### config.mk
export PLATFORM = sky130hd
export DESIGN_NAME = dsp_serial_port
export DESIGN_NICKNAME = d
export VERILOG_FILES = /design/src/rtl/dsp_port_pkg.sv /design/src/rtl/dsp_port_clkgen.sv /design/src/rtl/dsp_port_framer.sv /design/src/rtl/dsp_port_tx.sv /design/src/rtl/dsp_port_rx.sv /design/src/rtl/dsp_serial_port.sv
export SDC_FILE = /design/constraint.sdc
export NUM_CORES = 1
export LEC_CHECK = 0
export BUFFER_PORTS_ARGS = -buffer_cell sky130_fd_sc_hd__buf_4
export CORE_MARGIN = 2
export CORE_UTILIZATION = 50
export CTS_CLUSTER_SIZE = 16
export DETAILED_ROUTE_END_ITERATION = 6
export GPL_TIMING_DRIVEN = 0
export PLACE_DENSITY = 0.69
export SLEW_MARGIN = 10
export SYNTH_ARGS = -nofsm -noshare
export SYNTH_HDL_FRONTEND = slang
export SYNTH_SLANG_ARGS = --single-unit
### constraint.sdc
create_clock -name clk -period 18.4 [get_ports clk]
set_input_delay 2.76 -clock clk [delete_from_list [all_inputs] [get_ports clk]]
set_output_delay 2.76 -clock clk [all_outputs]
set_load 0.005 [all_outputs]
### src/rtl/dsp_port_pkg.sv
package dsp_port_pkg;

   // Bit-clock event strobes, one system clock wide.
   typedef struct packed {
      logic smp;   // sampling edge of the active bit clock
      logic lch;   // launching edge of the active bit clock
   } bclk_stb_t;

endpackage

### src/rtl/dsp_port_clkgen.sv
module dsp_port_clkgen
   import dsp_port_pkg::*;
#(
   parameter int DIV_W       = 8,
   parameter int SYNC_STAGES = 2
) (
   input  logic             clk,
   input  logic             rst_n,
   input  logic             cfg_master,
   input  logic             cfg_bclk_fall,
   input  logic [DIV_W-1:0] cfg_div,
   input  logic             bclk_i,
   input  logic             fsync_i,
   input  logic             sdin,
   output logic             bclk_o,
   output bclk_stb_t        stb,
   output logic             fs_s,
   output logic             sd_s
);
   localparam logic [DIV_W-1:0] ONE_D = 1;

   logic [SYNC_STAGES-1:0] bc_sy, fs_sy, sd_sy;
   logic                   bc_prev;
   logic [DIV_W-1:0]       dcnt;
   logic                   tick, rise, fall;

   // Input synchronisers: not reset, they follow the pins.
   always_ff @(posedge clk) begin
      bc_sy[0] <= bclk_i;
      fs_sy[0] <= fsync_i;
      sd_sy[0] <= sdin;
   end

   for (genvar i = 1; i < SYNC_STAGES; i++) begin : g_sync
      always_ff @(posedge clk) begin
         bc_sy[i] <= bc_sy[i-1];
         fs_sy[i] <= fs_sy[i-1];
         sd_sy[i] <= sd_sy[i-1];
      end
   end

   always_ff @(posedge clk) bc_prev <= bc_sy[SYNC_STAGES-1];

   assign fs_s = fs_sy[SYNC_STAGES-1];
   assign sd_s = sd_sy[SYNC_STAGES-1];

   // Master divider: half period of cfg_div system clocks.
   assign tick = cfg_master && (dcnt == cfg_div - ONE_D);

   always_ff @(posedge clk) begin
      if (!rst_n || !cfg_master) begin
         dcnt   <= '0;
         bclk_o <= !cfg_bclk_fall;
      end else if (tick) begin
         dcnt   <= '0;
         bclk_o <= !bclk_o;
      end else begin
         dcnt   <= dcnt + ONE_D;
      end
   end

   always_comb begin
      if (cfg_master) begin
         rise = tick && !bclk_o;
         fall = tick && bclk_o;
      end else begin
         rise = bc_sy[SYNC_STAGES-1] && !bc_prev;
         fall = !bc_sy[SYNC_STAGES-1] && bc_prev;
      end
      stb.smp = cfg_bclk_fall ? fall : rise;
      stb.lch = cfg_bclk_fall ? rise : fall;
   end

endmodule

### src/rtl/dsp_port_framer.sv
module dsp_port_framer #(
   parameter int FRAME_W = 8
) (
   input  logic               clk,
   input  logic               rst_n,
   input  logic               cfg_master,
   input  logic [FRAME_W-1:0] cfg_frame_len,
   input  logic               smp,
   input  logic               fs_s,
   output logic [FRAME_W-1:0] slot_now,
   output logic [FRAME_W-1:0] slot_next
);
   localparam logic [FRAME_W-1:0] ONE_F = 1;

   logic [FRAME_W-1:0] cnt;
   logic               fs_prev, fs_rise;

   // Only the leading edge of an external sync restarts the count.
   assign fs_rise   = !cfg_master && fs_s && !fs_prev;
   assign slot_next = (cnt >= cfg_frame_len - ONE_F) ? '0 : cnt + ONE_F;
   assign slot_now  = fs_rise ? '0 : slot_next;

   always_ff @(posedge clk) begin
      if (!rst_n) begin
         cnt     <= cfg_frame_len - ONE_F;
         fs_prev <= 1'b0;
      end else if (smp) begin
         cnt     <= slot_now;
         fs_prev <= fs_s;
      end
   end

endmodule

### src/rtl/dsp_port_tx.sv
module dsp_port_tx #(
   parameter int MAX_WORD = 32,
   parameter int FRAME_W  = 8,
   parameter int WL_W     = 6
) (
   input  logic                clk,
   input  logic                rst_n,
   input  logic                cfg_master,
   input  logic                cfg_fmt_b,
   input  logic [WL_W-1:0]     cfg_word_len,
   input  logic                lch,
   input  logic [FRAME_W-1:0]  slot_next,
   input  logic [MAX_WORD-1:0] tx_l,
   input  logic [MAX_WORD-1:0] tx_r,
   input  logic                tx_valid,
   output logic                tx_ready,
   output logic                sdout,
   output logic                fsync_o,
   output logic                underrun
);
   localparam int            IW  = $clog2(MAX_WORD);
   localparam logic [FRAME_W:0] ONE = 1;

   logic                hold_full;
   logic [MAX_WORD-1:0] hold_l, hold_r, frm_l, frm_r, src_l, src_r;
   logic                start, accept, bit_v;
   logic [FRAME_W:0]    p, wlx, wl2, offx, slotx;

   assign tx_ready = !hold_full;
   assign accept   = tx_valid && !hold_full;
   assign start    = lch && (slot_next == '0);

   assign src_l = start ? (hold_full ? hold_l : '0) : frm_l;
   assign src_r = start ? (hold_full ? hold_r : '0) : frm_r;

   always_comb begin
      wlx   = {{(FRAME_W+1-WL_W){1'b0}}, cfg_word_len};
      wl2   = wlx << 1;
      offx  = {{FRAME_W{1'b0}}, !cfg_fmt_b};
      slotx = {1'b0, slot_next};
      p     = slotx - offx;
      bit_v = 1'b0;
      if (slotx >= offx) begin
         if (p < wlx)      bit_v = src_l[IW'(wlx - p - ONE)];
         else if (p < wl2) bit_v = src_r[IW'(wl2 - p - ONE)];
      end
   end

   always_ff @(posedge clk) begin
      if (!rst_n) begin
         hold_full <= 1'b0;
         hold_l    <= '0;
         hold_r    <= '0;
         frm_l     <= '0;
         frm_r     <= '0;
         sdout     <= 1'b0;
         fsync_o   <= 1'b0;
         underrun  <= 1'b0;
      end else begin
         if (accept) begin
            hold_full <= 1'b1;
            hold_l    <= tx_l;
            hold_r    <= tx_r;
         end else if (start) begin
            hold_full <= 1'b0;
         end
         if (start) begin
            frm_l <= src_l;
            frm_r <= src_r;
            if (!hold_full) underrun <= 1'b1;
         end
         if (lch) begin
            sdout   <= bit_v;
            fsync_o <= cfg_master && (slot_next == '0);
         end
      end
   end

endmodule

### src/rtl/dsp_port_rx.sv
module dsp_port_rx #(
   parameter int MAX_WORD = 32,
   parameter int FRAME_W  = 8,
   parameter int WL_W     = 6
) (
   input  logic                clk,
   input  logic                rst_n,
   input  logic                cfg_fmt_b,
   input  logic [WL_W-1:0]     cfg_word_len,
   input  logic                smp,
   input  logic [FRAME_W-1:0]  slot_now,
   input  logic                sd_s,
   output logic [MAX_WORD-1:0] rx_l,
   output logic [MAX_WORD-1:0] rx_r,
   output logic                rx_valid
);
   localparam logic [FRAME_W:0] ONE = 1;

   logic [MAX_WORD-1:0] sh_l, sh_r;
   logic [FRAME_W:0]    p, wlx, wl2, offx, slotx;

   always_comb begin
      wlx   = {{(FRAME_W+1-WL_W){1'b0}}, cfg_word_len};
      wl2   = wlx << 1;
      offx  = {{FRAME_W{1'b0}}, !cfg_fmt_b};
      slotx = {1'b0, slot_now};
      p     = slotx - offx;
   end

   always_ff @(posedge clk) begin
      if (!rst_n) begin
         sh_l     <= '0;
         sh_r     <= '0;
         rx_l     <= '0;
         rx_r     <= '0;
         rx_valid <= 1'b0;
      end else begin
         rx_valid <= 1'b0;
         if (smp && slotx >= offx) begin
            if (p < wlx) begin
               sh_l <= (p == '0) ? {{(MAX_WORD-1){1'b0}}, sd_s}
                                 : {sh_l[MAX_WORD-2:0], sd_s};
            end else if (p < wl2) begin
               sh_r <= (p == wlx) ? {{(MAX_WORD-1){1'b0}}, sd_s}
                                  : {sh_r[MAX_WORD-2:0], sd_s};
               if (p == wl2 - ONE) begin
                  rx_l     <= sh_l;
                  rx_r     <= {sh_r[MAX_WORD-2:0], sd_s};
                  rx_valid <= 1'b1;
               end
            end
         end
      end
   end

endmodule

### src/rtl/dsp_serial_port.sv
module dsp_serial_port
   import dsp_port_pkg::*;
#(
   parameter int MAX_WORD    = 32,
   parameter int FRAME_W     = 8,
   parameter int DIV_W       = 8,
   parameter int SYNC_STAGES = 2,
   localparam int WL_W       = $clog2(MAX_WORD + 1)
) (
   input  logic                clk,
   input  logic                rst_n,
   input  logic                cfg_master,
   input  logic                cfg_fmt_b,
   input  logic                cfg_bclk_fall,
   input  logic [WL_W-1:0]     cfg_word_len,
   input  logic [FRAME_W-1:0]  cfg_frame_len,
   input  logic [DIV_W-1:0]    cfg_div,
   input  logic                bclk_i,
   input  logic                fsync_i,
   input  logic                sdin,
   output logic                bclk_o,
   output logic                fsync_o,
   output logic                sdout,
   input  logic [MAX_WORD-1:0] tx_l,
   input  logic [MAX_WORD-1:0] tx_r,
   input  logic                tx_valid,
   output logic                tx_ready,
   output logic [MAX_WORD-1:0] rx_l,
   output logic [MAX_WORD-1:0] rx_r,
   output logic                rx_valid,
   output logic                underrun
);
   if (MAX_WORD < 16) begin : g_bad_word
      $error("MAX_WORD must be at least 16");
   end
   if ((1 << FRAME_W) <= 2 * MAX_WORD + 1) begin : g_bad_frame
      $error("FRAME_W too narrow for two words plus offset");
   end
   if (SYNC_STAGES < 1) begin : g_bad_sync
      $error("SYNC_STAGES must be at least 1");
   end

   bclk_stb_t          stb;
   logic               smp_w, lch_w, fs_s, sd_s;
   logic [FRAME_W-1:0] slot_now, slot_next;

   assign smp_w = stb.smp;
   assign lch_w = stb.lch;

   dsp_port_clkgen #(.DIV_W(DIV_W), .SYNC_STAGES(SYNC_STAGES)) u_clkgen (
      .clk(clk), .rst_n(rst_n), .cfg_master(cfg_master),
      .cfg_bclk_fall(cfg_bclk_fall), .cfg_div(cfg_div),
      .bclk_i(bclk_i), .fsync_i(fsync_i), .sdin(sdin),
      .bclk_o(bclk_o), .stb(stb), .fs_s(fs_s), .sd_s(sd_s)
   );

   dsp_port_framer #(.FRAME_W(FRAME_W)) u_framer (
      .clk(clk), .rst_n(rst_n), .cfg_master(cfg_master),
      .cfg_frame_len(cfg_frame_len), .smp(smp_w), .fs_s(fs_s),
      .slot_now(slot_now), .slot_next(slot_next)
   );

   dsp_port_tx #(.MAX_WORD(MAX_WORD), .FRAME_W(FRAME_W), .WL_W(WL_W)) u_tx (
      .clk(clk), .rst_n(rst_n), .cfg_master(cfg_master),
      .cfg_fmt_b(cfg_fmt_b), .cfg_word_len(cfg_word_len),
      .lch(lch_w), .slot_next(slot_next),
      .tx_l(tx_l), .tx_r(tx_r), .tx_valid(tx_valid), .tx_ready(tx_ready),
      .sdout(sdout), .fsync_o(fsync_o), .underrun(underrun)
   );

   dsp_port_rx #(.MAX_WORD(MAX_WORD), .FRAME_W(FRAME_W), .WL_W(WL_W)) u_rx (
      .clk(clk), .rst_n(rst_n), .cfg_fmt_b(cfg_fmt_b),
      .cfg_word_len(cfg_word_len), .smp(smp_w), .slot_now(slot_now),
      .sd_s(sd_s), .rx_l(rx_l), .rx_r(rx_r), .rx_valid(rx_valid)
   );

endmodule

* After elaboration in Yosys (flattened, before gate mapping) *
Index checks and enable logic that the tools add are counted.

word-level totals
  bits in registers = 285
  bits of input ports = 95
  output and inout port bits = 70
  logic and storage cells = 110

cells by class
  add/subtract/negate cells = 11
  magnitude comparators = 9
  equal/unequal tests = 4
  muxes and demuxes = 26
  bitwise logic cells = 5
  reduce and logical (&&, ||, !) cells = 31

operators by type and width
  operator                                                                      count
  32-bit 2-to-1 mux                                                             5
  8-bit 2-to-1 mux                                                              4
  31-bit 2-to-1 mux                                                             1
  9-bit by 6-bit less-than comparator with 1-bit output                         2
  9-bit by 7-bit less-than comparator with 1-bit output                         2
  8-bit by 1-bit subtractor with 9-bit output                                   2
  8-bit by 1-bit adder with 8-bit output, second input constant                 2
  8-bit by 1-bit greater-or-equal comparator with 1-bit output                  2
  8-bit by 1-bit subtractor with 8-bit output, second input constant            2
  1-bit 2-to-1 mux                                                              14
  5-bit by 6-bit less-than comparator with 1-bit output, second input constant  2
  1-bit logical AND                                                             11
  1-bit binary-select mux with 5-bit select                                     2
  5-bit by 1-bit subtractor with 5-bit output, second input constant            2
  5-bit subtractor                                                              2
  9-bit by 6-bit == test with 1-bit output                                      1
  9-bit == test                                                                 1
  1-bit zero test                                                               9
  9-bit zero test                                                               1
  8-bit == test                                                                 1
  8-bit greater-or-equal comparator                                             1
  8-bit zero test                                                               1
  7-bit by 1-bit subtractor with 8-bit output, second input constant            1
  1-bit inverter                                                                5
  8 further kinds                                                               10

* Longest topological paths before layout *
Gate-level depths: netlist of the first run.

  word-level depth = 13
  gate-level depth with buffers = 28
  gate-level depth less buffers = 26

* Modules after synthesis *
Synthesis of the first run repeated with hierarchy kept, for this count alone.

unflattened totals
  cells, all modules = 1647
  area total of the unflattened synthesis = 13858.3 µm²

by module, submodules not included
  module           instances  cells an instance  area an instance (µm²)  seq. area each (µm²)
  dsp_port_tx      1          812                6625.1                  2642.5
  dsp_port_rx      1          639                5412.7                  2562.5
  dsp_port_framer  1          107                923.4                   260.2
  dsp_port_clkgen  1          89                 897.1                   330.3

* Least setup slack after synthesis of the first run *
Ideal clock, no wire load.

  path kind = input to register
  from = in cfg_frame_len[3]
  to = reg u_rx.rx_l[10]
  library setup time = 70 ps
  arrival = 7697 ps
  required time = 18330 ps
  slack = 10632 ps
  stages = 26
  cell sequence = nor2_1 -> nand3_1 -> nor4_1 -> xnor2_1 -> ha_1 -> a211oi_1 -> o221ai_1 -> a21oi_1 -> buf_2 -> nand2_1 -> ha_1 -> ha_1 -> inv_1 -> xnor2_1 -> ha_1 -> o21a_1 -> o21a_1 -> o21a_1 -> o21a_1 -> or2_2 -> o2111ai_2 -> nand4bb_1 -> clkbuf_1 -> clkbuf_1 -> o21ai_1 -> a21oi_1

on the way
  word-level cells in the longest chain between the ends = 8

RTL lines
  what                                                   line                   RTL
  from (decl)                                            dsp_serial_port.sv:16  input logic [FRAME_W-1:0] cfg_frame_len,
  8-bit by 1-bit subtractor with 8-bit output (*)        dsp_port_framer.sv:20  assign slot_next = (cnt >= cfg_frame_len - ONE_F) ? '0 : cnt + ONE_F;
  8-bit greater-or-equal comparator (*)                  dsp_port_framer.sv:20
  8-bit 2-to-1 mux (*)                                   dsp_port_framer.sv:20
  8-bit 2-to-1 mux (*)                                   dsp_port_framer.sv:21  assign slot_now = fs_rise ? '0 : slot_next;
  8-bit by 1-bit subtractor with 9-bit output            dsp_port_rx.sv:27      p = slotx - offx;
  9-bit by 6-bit less-than comparator with 1-bit output  dsp_port_rx.sv:40      if (p < wlx) begin
  1-bit inverter (no line)                               n/a
  4-bit AND reduction (no line) (*)                      n/a
  to (signal assigned)                                   dsp_port_rx.sv:47      rx_l <= sh_l;
  to (decl)                                              dsp_port_rx.sv:13      output logic [MAX_WORD-1:0] rx_l,

Mark *: on every way between the ends. The rest lies on a longest branch, timed or not.
A chain may end at the register's enable or synchronous reset.

* Final worst setup path of the first run *
  from = in cfg_frame_len[3]
  to = reg u_rx.rx_r[25]

on the way
  word-level cells in the longest chain between the ends = 8

RTL lines
  what                                                   line                   RTL
  8-bit by 1-bit subtractor with 8-bit output (*)        dsp_port_framer.sv:20
  8-bit greater-or-equal comparator (*)                  dsp_port_framer.sv:20
  8-bit 2-to-1 mux (*)                                   dsp_port_framer.sv:20
  8-bit 2-to-1 mux (*)                                   dsp_port_framer.sv:21
  8-bit by 1-bit subtractor with 9-bit output            dsp_port_rx.sv:27
  9-bit by 6-bit less-than comparator with 1-bit output  dsp_port_rx.sv:40
  1-bit inverter (no line)                               n/a
  4-bit AND reduction (no line) (*)                      n/a
  to (signal assigned)                                   dsp_port_rx.sv:48      rx_r <= {sh_r[MAX_WORD-2:0], sd_s};
  to (decl)                                              dsp_port_rx.sv:14      output logic [MAX_WORD-1:0] rx_r,

Marked as above.

==> results of run 1 <==
## sequential cells by signal, summed over array words and instances, names as in the netlist, 2 cells and up
signal          cells
u_tx.hold_l        32
u_rx.rx_l          32
u_rx.rx_r          32
u_rx.sh_r          31
u_tx.hold_r        32
u_rx.sh_l          32
u_tx.frm_r         32
u_framer.cnt        8
u_clkgen.bc_sy      2
u_clkgen.dcnt       8
u_tx.frm_l         32
## metrics by stage
stage | util | instances | hold WS, ps | power, mW
global placement | 0.568 | 2147 | 315 | 1.05
global route | 0.604 | 2202 | 344 | 1.72
detailed placement | 0.568 | 2147 | 318 | 1.05
CTS | 0.604 | 2202 | 339 | 1.65
floorplan | - | 1644 | 310 | 0.934
finish | 0.604 | 2202 | 336 | 1.65
## cells in the final DEF, fill, tap and decap left out, types with 11 or more instances in the layout
| cell type | n |
|---|---|
| mux2i_1 | 44 |
| xor2_1 | 15 |
| dfxtp_1 | 276 |
| nor2b_1 | 13 |
| o21ai_0 | 35 |
| o21a_1 | 13 |
| xnor2_1 | 28 |
| inv_1 | 33 |
| clkbuf_1 | 95 |
| buf_4 | 164 |
| and3_1 | 11 |
| buf_2 | 15 |
| nor2_1 | 119 |
| nor3_1 | 18 |
| and2_1 | 13 |
| o21ai_1 | 61 |
| clkbuf_16 | 31 |
| a21oi_1 | 213 |
| nand2_1 | 225 |
| ha_1 | 45 |
| a22oi_1 | 64 |
| nand3_1 | 140 |
## power breakdown
part	leakage [nW]	internal, mW	total (mW)	switching (mW)
sequential	2.33	0.634	0.646	0.0121
combinational	3.41	0.147	0.401	0.254
clock	0.493	0.350	0.602	0.252
total	6.23	1.13	1.65	0.518
## metal layers
metal,part of all wire,vias to the layer above
met3,0.064,72
met4,0.024,0
met5,0,-
li1,-,6219
met1,0.47,5907
met2,0.44,401
## final cells by class
class	count	area [µm²]
Tap cell	341	427
Timing Repair Buffer	162	1220
Fill cell	2470	10600
Sequential cell	285	5800
Clock inverter	12	93.8
Multi-Input combinational cell	1201	7100
Inverter	34	128
Buffer	124	544
Clock buffer	43	891
## logic make-up (layout without fill, tap and decap cells)
logic type                 after synthesis  count (layout)  share of synthesized area
and+or+nand+nor                        581             581                      0.194
AOI/OAI and AO/OA                      472             472                      0.210
DFF                                    285             285                      0.427
buffers and inverters                  158             375                     0.0495
muxes                                   58              58                     0.0474
adders and majority gates               47              47                     0.0444
xor gates and xnor gates                43              43                     0.0278
## critical path, stage by stage
cell and delay (ps):
buf_4 120, nor2_1 130, nand3_1 110, nor4_1 230, xnor2_1 250, ha_1 310
a211oi_1 300, o221ai_1 300, a21oi_1 310, buf_2 270, nand2_1 150, ha_1 230
ha_1 220, inv_1 170, xnor2_1 310, ha_1 350, o21a_1 110, o21a_1 160
o21a_1 160, o21a_1 180, or2_2 290, o2111ai_2 390, nand4bb_1 200, clkbuf_1 480
clkbuf_1 450, o21ai_1 110, a21oi_1 140
## worst min-delay path by stage
stage,to,slack (ps),from
after detailed placement,u_clkgen.fs_s,320,u_clkgen.fs_sy[0]
after floorplan,u_clkgen.bc_sy[1],310,u_clkgen.bc_sy[0]
after global routing,u_clkgen.fs_s,340,u_clkgen.fs_sy[0]
after CTS,u_clkgen.fs_s,340,u_clkgen.fs_sy[0]
final,u_clkgen.sd_s,340,u_clkgen.sd_sy[0]
after global placement,u_clkgen.sd_s,310,u_clkgen.sd_sy[0]
==> results by group, run 1 <==
Floorplan
  – IO Count: 165
  – Initial core utilization: 0.506
  – Die height: 169 µm
  – Die W: 169 µm
  – Die area: 28500 µm²
  – Rows: 60
  – CORE AREA: 26800 µm²

Worst hold path
  – Hold depth: 0
  – Min-delay worst type: register to register

CTS
  – CTS Hold Bufs: 0
  – TritonCTS Buffers: 30
  – CTS tree: built
  – H-tree depth: 1
  – Clock latency on the worst-skew pair: 560 ps
  – Setup Fix Bufs, Post-CTS: 0
  – Clock-pin slew on the worst setup and hold paths: 60 ps
  – PostCTS Resize Cnt: 0
  – Root Buffer: clkbuf_16
  – # clock sinks: 285
  – Clk buf depth: 3

Cells and area
  – Diode count: 0
  – Area Overhead vs Synth: 19.4%
  – NumNets Final: 1980
  – Post-route cell area: 16200 µm²
  – Fraction of layout instances using a drive strength above 1: 0.140

Setup path
  – Reg2reg end: u_rx.rx_r[25]
  – Worst Setup EP: u_rx.rx_r[25]
  – Worst path arrival time: 9190 ps
  – Crit. End Element: register
  – FF-to-FF setup slack: 12000 ps
  – Worst Setup Start Kind: primary input
  – Crit Path Category: primary input to register
  – WP data required: 18880 ps
  – Reg2reg path depth: 24
  – Crit Path Max Fanout: 10
  – Setup crit start: cfg_frame_len[3]
  – Critical R2R Launch: u_framer.cnt[0]

Timing
  – Pins Over Slew Limit: 0
  – Min cycle time layout: 8710 ps
  – Setup TNS: 0 ps
  – Final setup vio count: 0
  – Period utilization: 0.473
  – Clock skew: 8.76 ps
  – Setup WS post-layout: 9690 ps
  – Top achievable clock speed: 115 MHz
  – RSZ-0062 raised after global routing: no
  – Hold Vio Cnt, Final: 0
  – Slew @ Worst Pin: 1090 ps
  – Worst slew margin: 0.256

Routing
  – Final Routed Wirelength: 38000 µm
  – Iteration count of the initial detailed-routing pass: 5
  – Drt first-iter violations: 800
  – Residual DRC count: 0
  – Vias: 12600
  – Routed length per instance: 17.2 µm
  – DRT antenna net count: 0
  – Vias per cell: 5.72

Placed design
  – Hpwl dp: 27600 µm
  – Placer Congestion: 0.932
  – Place WS: 9280 ps
  – DP Area: 15200 µm²
  – Buffers on Ports: 162

Synth
  – Ys Warns: 0
  – Synth top area cells: dfxtp_1 (41%), a21oi_1 (7.9%), nand2_1 (6.2%), nand3_1 (5.2%), ha_1 (4.1%)
  – Ys async rst share: 0
  – Mean Syn Cell Area: 8.25 µm²
  – Post-synth top cells: dfxtp_1 (276), nand2_1 (225), a21oi_1 (213)
  – Synth top area share: 0.407
  – Sequential fraction of the synthesis area: 0.427
  – Yosys cell types: 76
  – Number of flops mapped to enable cells by yosys: 9
  – Syn nets: 1786
  – Post-synth top area cell: dfxtp_1
  – Post-synthesis register bit count: 285
  – Post-Syn Area: 13600 µm²
  – Mapped Cells: 1644
  – Dominant synthesized flop cell: dfxtp_1
  – Most numerous cell in the Yosys netlist: dfxtp_1

Global route
  – Pin count of the biggest net entering global routing: 15
  – GRT Resource Usage Total: 0.260
  – Remaining global-route overflow: 0
  – GR Util met1: 0.365
  – Met2 Track Usage GR: 0.413
  – Number of global-route vias before repair: 11800
  – First-pass GRT wire length: 60600 µm
  – Met3 usage: 0.0435
  – Initial antenna violation count: 0
  – GRT busiest layer: met2

Run
  – Number of max-cap violations: 0

Power
  – Leak: 6.23 nW
  – Peak VDD IR: 0.0000666 V
  – Pwr dens: 102 nW/µm²

Run status
  – Status: finished, final reports clean
Power figures use the tool's default switching activity.
==> run 2, diff against run 1 <==
- ABC_AREA: unset -> 1
- PLACE_DENSITY: 0.69 -> 0.72
- clock period: 18.4 -> 7 ns (I/O delays scaled with it)
==> run 2 against run 1 <==
Against the previous run: register-to-register slack lost 9600 ps; global-route usage decreased by 0.95 points; sequential share of layout area shrank 0.71 points; sequential power rose to 2.7 times the previous value; clock skew rose by 9.7 ps; wire length decreased by 3.8%; cell count is 14% higher; non-clock buffer count shrank 14; power rose to 2.8 times the previous value; largest cell class unchanged.
==> results by group, run 2 <==
Timing
  – Top achievable clock speed: 181 MHz
  – Final setup vio count: 0 (unchanged)
  – Slew @ Worst Pin: 863 ps (-222 ps)
  – Hold Vio Cnt, Final: 0 (unchanged)
  – Setup TNS: 0 ps (unchanged)
  – Clock skew: 18.5 ps (+9.71 ps)
  – Min cycle time layout: 5540 ps
  – RSZ-0062 raised after global routing: no
  – Period utilization: 0.791
  – Pins Over Slew Limit: 0 (unchanged)
  – Worst slew margin: 0.425 (+0.169)

Synth
  – Sequential fraction of the synthesis area: 0.420 (-0.00667)
  – Mean Syn Cell Area: 7.04 µm² (-15%)
  – Ys async rst share: 0 (unchanged)
  – Post-Syn Area: 13800 µm² (+1.6%)
  – Number of flops mapped to enable cells by yosys: 9 (unchanged)
  – Most numerous cell in the Yosys netlist: nand2_1
  – Ys Warns: 0 (unchanged)
  – Yosys cell types: 46 (-39%)
  – Post-synth top cells: nand2_1 (434), dfxtp_1 (276), inv_1 (231), nor2_1 (231), nand3_1 (174)
  – Post-synth top area cell: dfxtp_1
  – Synth top area cells: dfxtp_1 (40%), nand2_1 (12%), nand3_1 (6.3%), inv_1 (6.3%), nor2_1 (6.3%)
  – Mapped Cells: 1957 (+19%)
  – Dominant synthesized flop cell: dfxtp_1
  – Synth top area share: 0.401 (-0.00636)
  – Post-synthesis register bit count: 285 (unchanged)
  – Syn nets: 2099 (+18%)

Floorplan
  – Initial core utilization: 0.510 (+0.00374)
  – Die W: 170 µm (+0.77%)
  – Rows: 60 (unchanged)
  – Die area: 28900 µm² (+1.6%)
  – IO Count: 165 (unchanged)
  – Die height: 170 µm (+0.77%)
  – CORE AREA: 27000 µm² (+0.84%)

Cells and area
  – Non-filler cells, final: 2517 (+14%)
  – Fraction of layout instances using a drive strength above 1: 0.138 (-0.00178)
  – Fill count: 2567 (+3.9%)
  – NumNets Final: 2294 (+16%)
  – Most common cell after layout, fill and taps aside: nand2_1
  – Utilization after layout: 0.611 (+0.00714)
  – Most frequent cells in the layout: nand2_1 (434), dfxtp_1 (276), inv_1 (231), nor2_1 (231), nand3_1 (174)
  – Area Overhead vs Synth: 19.9%

CTS
  – Setup Fix Bufs, Post-CTS: 0 (unchanged)
  – Root Buffer: clkbuf_16
  – H-tree depth: 1 (unchanged)
  – # clock sinks: 285 (unchanged)
  – PostCTS Resize Cnt: 0 (unchanged)
  – TritonCTS Buffers: 30 (unchanged)
  – Clk buf depth: 3 (unchanged)
  – CTS Hold Bufs: 0 (unchanged)
  – CTS tree: built
  – Clock latency on the worst-skew pair: 560 ps (about the same)
  – Clock-pin slew on the worst setup and hold paths: 60 ps (about the same)

Setup path
  – Crit. End Element: register
  – Crit Path Max Fanout: 10 (unchanged)
  – Critical R2R Launch: u_framer.cnt[3]
  – Worst path arrival time: 5980 ps (-3210 ps)
  – CP max stage delay: 300 ps (-180 ps)
  – WP data required: 7440 ps (-11440 ps)
  – Crit Path Category: primary input to register
  – Reg2reg end: u_rx.rx_r[18]
  – Worst Setup Start Kind: primary input
  – CP most frequent cell: ha_1
  – Crit-path slowest cell: ha_1
  – Reg2reg path depth: 30 (+25%)
  – FF-to-FF setup slack: 2370 ps (-9630 ps)

Routing
  – Vias: 13100 (+4.2%)
  – Final Routed Wirelength: 36500 µm (-3.8%)
  – Vias per cell: 5.22 (-8.8%)
  – Residual DRC count: 0 (unchanged)
  – Iteration count of the initial detailed-routing pass: 5 (unchanged)
  – Routed length per instance: 14.5 µm (-16%)
  – DRT antenna net count: 0 (unchanged)
  – Drt first-iter violations: 926 (+16%)

Worst hold path
  – WHS Endpoint: u_clkgen.fs_s
  – Min-delay worst type: register to register
  – Hold Startpoint: u_clkgen.fs_sy[0]
  – Hold depth: 0 (unchanged)

Placed design
  – Hpwl dp: 27400 µm (-0.70%)
  – Buffers on Ports: 163 (+0.62%)
  – Placer Congestion: 0.931 (-0.11%)
  – Total placed cells including tap cells: 2461 (+15%)

Global route
  – Pin count of the biggest net entering global routing: 16 (+1)
  – GRT Resource Usage Total: 0.250 (-0.00953)
  – Initial antenna violation count: 1 (+1)
  – First-pass GRT wire length: 59300 µm (-2.0%)
  – Remaining global-route overflow: 0 (unchanged)
  – Number of global-route vias before repair: 12400 (+5.8%)

Run status
  – Status: finished, final reports clean

Power
  – Peak VDD IR: 0.000213 V (+220%)
  – Leak: 7.22 nW (+16%)
  – Pwr dens: 277 nW/µm² (+170%)

Run
  – Number of max-cap violations: 0 (unchanged)
## run 2: changes by cell type in the layout (fill, tap and decap cells not counted), moves of 19 or more
cell / delta
nor2_1: +112
nand4_1: +35
nand2_1: +209
a22oi_1: -64
inv_1: +198
a21oi_1: -71
clkbuf_1: -23
nand3_1: +34
o21ai_0: +62
xnor2_1: -19
mux2i_1: -44
## run 2: kinds of logic after synthesis
group           count (synthesis)  share of synthesized area
fa+ha+maj                      47                     0.0438
compound gates                327                      0.126
flops                         285                      0.420
buf+inv                       349                      0.104
xor+xnor                       30                     0.0215
simple gates                  919                      0.285
## run 2: final cells by class
| type | count | area [µm²] | share of cell area |
|---|---|---|---|
| Clock buffer | 35 | 831 | 0.0503 |
| Tap cell | 341 | 427 | 0.0258 |
| Sequential cell | 285 | 5800 | 0.351 |
| Buffer | 109 | 526 | 0.0318 |
| Multi-Input combinational cell | 1323 | 6560 | 0.397 |
| Clock inverter | 20 | 258 | 0.0156 |
| Antenna cell | 1 | 2.50 | 0.000151 |
| Inverter | 240 | 903 | 0.0547 |
| Timing Repair Buffer | 163 | 1220 | 0.0740 |
## run 2: worst max path at each step
stage                     start  cells after the start  slack [ps]       endpoint
2_1_floorplan  cfg_frame_len[0]                     33        1890  u_rx.rx_r[11]
6_report       cfg_frame_len[0]                     33        1460  u_rx.rx_r[18]
4_1_cts        cfg_frame_len[0]                     33        1490  u_rx.rx_r[19]
5_1_grt        cfg_frame_len[0]                     34        1000  u_rx.rx_r[17]
3_3_place_gp   cfg_frame_len[0]                     33         980  u_rx.rx_l[19]
3_5_place_dp   cfg_frame_len[0]                     33         960  u_rx.rx_r[18]
## run 2: metrics by stage
stage	area (µm²)	total power, mW	hold WS (ps)	setup slack (ps)
6_report	16500	4.57	329	1460
5_1_grt	16500	4.80	346	995
4_1_cts	16500	4.57	331	1490
3_5_place_dp	15400	2.87	316	964
3_3_place_gp	15400	2.85	313	980
2_1_floorplan	13800	2.55	310	1890
## run 2: critical path: cells and delay by family
kind / cells / cell delay (ps)
adders and majority gates: 5 / 1260
and+or+nand+nor: 11 / 1240
buffers and inverters: 9 / 1110
AOI/OAI and AO/OA: 6 / 800
xor gates and xnor gates: 2 / 520
## run 2: per-layer routing
metal	vias up	wire length (µm)	track usage
met5	-	0	0
met4	0	830	0.0665
met3	60	2020	0.0360
met2	324	17000	0.426
met1	6102	16700	0.332
li1	6646	-	-
## run 2: power breakdown
part	internal, mW	switching, mW
logic	0.375	0.736
clock network	1.04	0.679
registers	1.71	0.0396
